`src/rtl/avg_pkg.sv`:
```
package avg_pkg;

    localparam int NUM_SIZES = 4;
    localparam int SEL_W     = $clog2(NUM_SIZES);
    localparam int BASE_W    = 8;

    typedef enum logic [1:0] {
        ST_IDLE = 2'd0,
        ST_OK   = 2'd1,
        ST_BAD  = 2'd2
    } avg_state_e;

    function automatic int lane_width(input int k);
        return BASE_W << k;
    endfunction

endpackage

```
`src/rtl/avg_lane.sv`:
```
module avg_lane #(
    parameter int W = 8
) (
    input  logic [W-1:0] a,
    input  logic [W-1:0] b,
    output logic [W-1:0] y
);
    logic [W-1:0] half_a;
    logic [W-1:0] half_b;
    logic [W-1:0] round_bit;

    // Halve each operand with sign fill, then restore the two dropped
    // half-units and the rounding half as a single carry into bit 0.
    always_comb begin
        half_a    = {a[W-1], a[W-1:1]};
        half_b    = {b[W-1], b[W-1:1]};
        round_bit = {{(W-1){1'b0}}, a[0] | b[0]};
        y         = half_a + half_b + round_bit;
    end
endmodule

```
`src/rtl/avg_lane_bank.sv`:
```
module avg_lane_bank #(
    parameter int VEC_W  = 128,
    parameter int LANE_W = 8
) (
    input  logic [VEC_W-1:0] va,
    input  logic [VEC_W-1:0] vb,
    output logic [VEC_W-1:0] vy
);
    localparam int LANES = VEC_W / LANE_W;

    for (genvar k = 0; k < LANES; k++) begin : g_lane
        localparam int HI = VEC_W - 1 - k * LANE_W;
        avg_lane #(.W(LANE_W)) u_lane (
            .a (va[HI -: LANE_W]),
            .b (vb[HI -: LANE_W]),
            .y (vy[HI -: LANE_W])
        );
    end
endmodule

```
`src/rtl/avg_result_mux.sv`:
```
module avg_result_mux #(
    parameter int VEC_W = 128,
    parameter int NSEL  = 4,
    parameter int SEL_W = 2
) (
    input  logic [NSEL-1:0][VEC_W-1:0] cand,
    input  logic [SEL_W-1:0]           sel,
    output logic [VEC_W-1:0]           pick
);
    always_comb begin
        pick = cand[0];
        for (int i = 1; i < NSEL; i++) begin
            if (sel == SEL_W'(i)) pick = cand[i];
        end
    end
endmodule

```
`src/rtl/simd_avg_unit.sv`:
```
module simd_avg_unit
    import avg_pkg::*;
#(
    parameter int VEC_W  = 128,
    parameter int CODE_W = 4
) (
    input  logic              clk,
    input  logic              rst,
    input  logic              req_valid,
    input  logic [CODE_W-1:0] size_code,
    input  logic [VEC_W-1:0]  opa,
    input  logic [VEC_W-1:0]  opb,
    output logic [VEC_W-1:0]  res,
    output logic              done,
    output logic              spec_err
);
    logic [NUM_SIZES-1:0][VEC_W-1:0] cand;
    logic [VEC_W-1:0]                picked;
    logic                            code_legal;
    avg_state_e                      state_q;
    avg_state_e                      state_d;

    assign code_legal = (size_code < CODE_W'(NUM_SIZES));

    for (genvar s = 0; s < NUM_SIZES; s++) begin : g_width
        avg_lane_bank #(.VEC_W(VEC_W), .LANE_W(lane_width(s))) u_bank (
            .va (opa),
            .vb (opb),
            .vy (cand[s])
        );
    end

    avg_result_mux #(.VEC_W(VEC_W), .NSEL(NUM_SIZES), .SEL_W(SEL_W)) u_mux (
        .cand (cand),
        .sel  (size_code[SEL_W-1:0]),
        .pick (picked)
    );

    always_comb begin
        state_d = ST_IDLE;
        unique case (state_q)
            ST_IDLE, ST_OK, ST_BAD: begin
                if (req_valid) state_d = code_legal ? ST_OK : ST_BAD;
                else           state_d = ST_IDLE;
            end
            default: state_d = ST_IDLE;
        endcase
    end

    always_ff @(posedge clk) begin
        if (rst) state_q <= ST_IDLE;
        else     state_q <= state_d;
    end

    always_ff @(posedge clk) begin
        if (rst)                          res <= '0;
        else if (req_valid && code_legal) res <= picked;
    end

    always_comb begin
        done     = 1'b0;
        spec_err = 1'b0;
        unique case (state_q)
            ST_IDLE: ;
            ST_OK:   done = 1'b1;
            ST_BAD: begin
                done     = 1'b1;
                spec_err = 1'b1;
            end
            default: ;
        endcase
    end
endmodule

```
`config.mk`:
```
export PLATFORM = sky130hd
export DESIGN_NAME = simd_avg_unit
export DESIGN_NICKNAME = d
export VERILOG_FILES = /design/src/rtl/avg_pkg.sv /design/src/rtl/avg_lane.sv /design/src/rtl/avg_lane_bank.sv /design/src/rtl/avg_result_mux.sv /design/src/rtl/simd_avg_unit.sv
export SDC_FILE = /design/constraint.sdc
export NUM_CORES = 1
export LEC_CHECK = 0
export BUFFER_PORTS_ARGS = -buffer_cell sky130_fd_sc_hd__buf_2
export CAP_MARGIN = 20
export CELL_PAD_IN_SITES_DETAIL_PLACEMENT = 1
export CELL_PAD_IN_SITES_GLOBAL_PLACEMENT = 2
export CORE_ASPECT_RATIO = 0.6
export CORE_MARGIN = 3
export CORE_UTILIZATION = 28
export CTS_BUF_LIST = sky130_fd_sc_hd__clkbuf_4 sky130_fd_sc_hd__clkbuf_8
export CTS_CLUSTER_DIAMETER = 100
export CTS_CLUSTER_SIZE = 30
export DETAILED_ROUTE_END_ITERATION = 10
export GPL_TIMING_DRIVEN = 1
export HOLD_SLACK_MARGIN = 0.06
export PLACE_DENSITY = 0.82
export SLEW_MARGIN = 0
export SYNTH_ARGS = -nofsm -noshare
export SYNTH_HDL_FRONTEND = slang
export SYNTH_SLANG_ARGS = --single-unit
```
`constraint.sdc`:
```
create_clock -name clk -period 2.77 [get_ports clk]
set_input_delay 0.1385 -clock clk [delete_from_list [all_inputs] [get_ports clk]]
set_output_delay 0.1385 -clock clk [all_outputs]
set_load 0.01 [all_outputs]
```
# Word-level counts from Yosys, hierarchy flattened
# Cells that the tools add are included.
classes:
  add_sub_neg: 60
  multipliers: 0
  div_mod_pow: 0
  order_cmp: 1
  eq_ne: 5
  shifts: 0
  mux: 6
  n_bitwise: 18
  n_reduce_logical: 5
op_table:
  columns: ["cell", "count"]
  rows:
  - ["2-to-1 mux 128 bit", 3]
  - ["adder 15 x 15 -> 16 bit", 8]
  - ["adder 16 x 1 -> 16 bit", 8]
  - ["adder 31 x 31 -> 32 bit", 4]
  - ["adder 32 x 1 -> 32 bit", 4]
  - ["adder 63 x 63 -> 64 bit", 2]
  - ["adder 64 x 1 -> 64 bit", 2]
  - ["adder 7 x 7 -> 8 bit", 16]
  - ["adder 8 x 1 -> 8 bit", 16]
  - ["bitwise OR 1 bit", 16]
  - ["equality test 2 bit, second input constant", 3]
  - ["OR reduction 3 bit", 2]
  - ["equality test 2 x 1 -> 1 bit, second input constant", 2]
  - ["less-than comparator 4 x 3 -> 1 bit, second input constant", 1]
  - ["zero test 2 bit", 1]
  - ["2-to-1 mux 1 bit", 2]
  - ["2-to-1 mux 2 bit", 1]
  - ["inverter 1 bit", 2]
  - ["OR reduction 2 bit", 1]
  - ["logical AND 1 bit", 1]
word_totals:
  register_bits: 130
  latch_bits: 0
  mem_bits_rw: 0
  romBits: 0
  mem_count: 0

# Depth between registers and ports, before layout
depth:
  depth_word: 5
  mapped_depth: 15
  ltp_nobuf: 15

# Hierarchy
# A second synthesis with hierarchy kept.
hier_totals:
  hier_cells: 4203
  hier_area_um2: 34381.7
modules_own_cells:
  columns: ["mod", "n_inst", "cells_per_inst", "area_per_inst_um2"]
  rows:
  - ["avg_lane at g_width[1].u_bank.g_lane[0].u_lane ...", 8, 110, 832.0]
  - ["avg_lane at g_width[2].u_bank.g_lane[0].u_lane ...", 4, 220, 1579.0]
  - ["simd_avg_unit", 1, 565, 5936.9]
  - ["avg_lane at g_width[3].u_bank.g_lane[0].u_lane", 1, 526, 3693.5]
  - ["avg_lane at g_width[3].u_bank.g_lane[1].u_lane", 1, 540, 3682.3]
  - ["avg_result_mux", 1, 156, 3196.8]
  - ["avg_lane at g_width[0].u_bank.g_lane[0].u_lane ...", 10, 41, 309.0]
  - ["avg_lane at g_width[0].u_bank.g_lane[14].u_lane ...", 6, 41, 301.5]

# Worst setup path before layout
# No wires, ideal clock.
synth_path:
  kind: "input to register"
  from: "input opa[32]"
  to: "register res[56]"
  arrival_ns: 2.839
  setup_slack_ns: -0.188
  cell_stages: 12
  path_buffers: 0
  cell_sequence: "inv_1 -> ha_1 -> fa_1 -> fa_1 -> o21ai_0 -> a21oi_1 -> o21a_1 -> o221ai_1 -> a21oi_1 -> and4_1 -> or3_1 -> o221a_2"
synth_via:
  elab_chain_cells: 4
synth_lines:
  columns: ["item", "line_no", "text"]
  rows:
  - ["start, declared", "simd_avg_unit.sv:11", "input logic [VEC_W-1:0] opa,"]
  - ["branches (longest 3 deep; another with adder 63 x 63 -> 64 bit)", null, null]
  - ["2-to-1 mux 128 bit (*)", "avg_result_mux.sv:13", "if (sel == SEL_W'(i)) pick = cand[i];"]
  - ["end signal, assigned", "simd_avg_unit.sv:57", "else if (req_valid && code_legal) res <= picked;"]
  - ["end, declared", "simd_avg_unit.sv:13", "output logic [VEC_W-1:0] res,"]
# Every way passes the cells marked *.
# A chain may end at the register's enable or synchronous reset.

# Worst setup path in the final report
layout_path:
  from: "input opa[65]"
  to: "register res[126]"
layout_via:
  elab_chain_cells: 3
layout_lines:
  columns: ["item", "line_no", "text"]
  rows:
  - ["adder 63 x 63 -> 64 bit", "avg_lane.sv:18", "y = half_a + half_b + round_bit;"]
  - ["adder 64 x 1 -> 64 bit", "avg_lane.sv:18", null]
  - ["2-to-1 mux 128 bit", "avg_result_mux.sv:13", null]
# Every way passes these cells.

==> results by group <==
Run status
  • Outcome: finished, final reports clean

Synthesis
  • Post-synth top area share: 15.5%
  • Mean Syn Cell Area: 6.81 um2
  • Post-synth EDFFs: 0
  • Yosys top cell by area: dfxtp_1
  • Synth top area cells: dfxtp_1, ha_1, a21oi_1, o21ai_0, nand2_1
  • Dominant synthesized flop cell: dfxtp_1
  • Post-Syn Area: 16800 um2
  • Synth warn: 0
  • Register area share after synthesis: 15.5%
  • Cell variety after synth: 82
  • Syn Nets: 2901
  • Cell count after synthesis: 2467
  • #FFs+latches synth: 130
  • Async set-reset flop share out of synthesis: 0%

Clock network
  • Num CTS Buffers: 17
  • CTS tree: done
  • Reg clk slew, reported paths: 0.10 ns
  • Clock Tree Buf Depth: 2
  • Sinks on Clock Net: 130
  • Root buf cell: clkbuf_8
  • H-tree levels: 4
  • Worst-skew pair later-pin latency: 0.52 ns

Floorplanning
  • Die width: 322 um
  • Die Height: 196 um
  • Die area: 63100 um2
  • Initial Util: 28.7%
  • # IOs: 393
  • Rows: 68
  • Core area: 58500 um2

Place
  • Cell Count Post-Placement: 3938
  • GPL Wtd Cong: 0.937
  • PortBufs: 392
  • Pre-CTS WS: -0.819 ns
  • HPWL after detailed placement: 77200 um
  • DP Area: 22800 um2

Timing
  • Setup TNS: 0 ns
  • Slew at the pin closest to its max-slew limit: 0.763 ns
  • Fin Clk Skew: 0.0000291 ns
  • Max Freq: 375 MHz
  • Final hold slack: 0.131 ns
  • Fin crit share: 96.4%
  • Final Slew Violations: 0
  • Final count of hold timing violations: 0
  • Clock period minus worst slack: 2.67 ns
  • Slew headroom: 48.9%
  • PnR worst setup slack: 0.100 ns
  • Final Setup Violations: 0

Setup path
  • Crit path DAT: 3.10 ns
  • CP most frequent cell: fa_2
  • CP max-delay cell: o211ai_1
  • Worst-path cell chain: buf_2 -> inv_1 -> fa_2 -> inv_2 -> fa_2 -> a211oi_4 -> o211ai_1 -> nand3_2 -> a2111oi_4 -> o21ai_4 -> a211oi_2 -> nor2_1 -> nor4_2 -> o21ai_0 -> o311ai_0
  • Worst setup EP type: register
  • CP required: 3.20 ns
  • Setup crit start: opa[65]
  • Worst path max stage delay: 0.44 ns
  • CP Max Fanout: 4
  • Family with the most delay on the worst path: compound AO/OA/AOI/OAI gates
  • CP bufs+invs: 3
  • Critical path class: in2reg
  • Critical path startpoint category: primary input
  • Worst flop-to-flop path startpoint: state_q[0]

Worst hold path
  • Hold Crit Start: opb[66]
  • Hold crit path type: in2reg

Routing
  • Vias per cell: 5.66
  • Via count: 22500
  • Routed wire length: 93400 um
  • DR DRC count: 0
  • Starting DRT DRC Count: 1988
  • Final ANT Viol Nets: 0
  • Wire length per cell: 23.5 um
  • DRT Pass-1 Iters: 6

Global route
  • GR Overflow Total: 0
  • First-pass GRT wire length: 139000 um
  • Initial antenna violation count: 3
  • Largest net degree at the start of global routing: 51
  • Tot GR Track Use: 28.6%
  • Vias in the first global route: 22800

Layout
  • Most frequent cells in the layout: buf_4, buf_2, a21oi_1
  • Commonest non-fill, non-tap cell in the layout: buf_4
  • Final core utilization: 40.0%
  • Design Area, Final: 23400 um2
  • Share of cells above drive strength 1: 29.8%
  • # fillers: 7469
  • Synth-to-Final Area Change: 39.1%
  • N_diodes: 0
  • Final nets: 3629
  • Finished Layout Cells: 3978

Pwr
  • Sw frac: 44.6%
  • Total Power: 8.85 mW
  • Int Pwr: 4.90 mW
  • Combinational power share: 56.2%
  • Net switching power: 3.94 mW
  • Leak: 10.8 nW
  • Power share of the clock group: 20.6%
  • Sequential share of power: 23.2%
  • Peak VDD IR: 0.000213 V
  • PD cells: 379 nW/um2

Flow run
  • Max cap viols: 0
cells in the mapped netlist, types with 22 or more instances:
master    instances
mux2i_1          22
a21o_1           65
fa_1             31
o21ai_0         220
xnor2_1          78
a211oi_1         44
o21bai_1         37
nor3_1           55
dfxtp_1         130
nor2_1          218
o211ai_1         26
nand4_1          67
ha_1            140
a31oi_1          37
nand2_1         283
o21a_1           37
nand3_1          56
xor2_1           42
a21oi_1         334
inv_1           115
clkbuf_1        135
worst paths after layout:
check               end  cells past startpoint  slack [ns]
max            res[126]                     15        0.10
min             res[65]                      4        0.13
max reg2reg  state_q[0]                      4        1.30
min reg2reg    res[124]                      2        0.46
metal layers:
metal	GRT usage, %	wire length (um)	up-vias
met1	41.8	44700	11000
met4	7.40	2280	0
li1	-	-	10400
met3	5.60	7690	117
met5	0	0	-
met2	42.5	38700	949
cells by family (layout without fill, tap and decap cells):
group | Yosys count | after routing | synth area share [%]
AO/OA/AOI/OAI | 953 | 953 | 35.0
XOR/XNOR | 120 | 120 | 6.25
flip-flops | 130 | 130 | 15.5
multiplexers | 23 | 23 | 1.38
buffers and inverters | 286 | 1027 | 6.63
AND/OR/NAND/NOR | 783 | 783 | 21.1
adder cells (fa/ha/maj) | 172 | 172 | 14.2
worst min-delay path: cells and delay by family:
kind / cells / cell delay [ns]
fa+ha+maj: 1 / 0.19
simple gates: 1 / 0.05
buf+inv: 1 / 0.11
compound gates: 1 / 0.12
cell type report:
class / count / area, um2 / area share [%]
multi-input cells: 2051 / 13300 / 56.8
repair buffers: 879 / 5710 / 24.4
flip-flops and latches: 130 / 2600 / 11.1
well taps: 770 / 963 / 4.12
inverters: 116 / 435 / 1.86
clock buffers: 19 / 255 / 1.09
clock inverters: 13 / 135 / 0.578
power groups by stage:
stage	Combinational, mW	Clock [mW]	Sequential [mW]
4_1_cts	4.85	1.88	2.05
3_3_place_gp	4.68	0	2.09
2_1_floorplan	2.44	0	2.11
6_report	4.97	1.83	2.05
5_1_grt	5.36	1.95	2.06
3_5_place_dp	4.80	0	2.09
sequential cells by signal, summed over array words and instances, names as in the netlist:
name     count
res        128
state_q      2
timing repair:
item / 4_1_cts / 5_1_grt
pin swaps: 0 / 8
hold buffers: 7 / 0
buffers inserted: 0 / 1
hold endpoints to repair: 5 / 0
gates resized for setup: 5 / 27
cloned: 0 / 0
endpoints found under the setup margin: 5 / 36
Power figures use the tool's default switching activity.
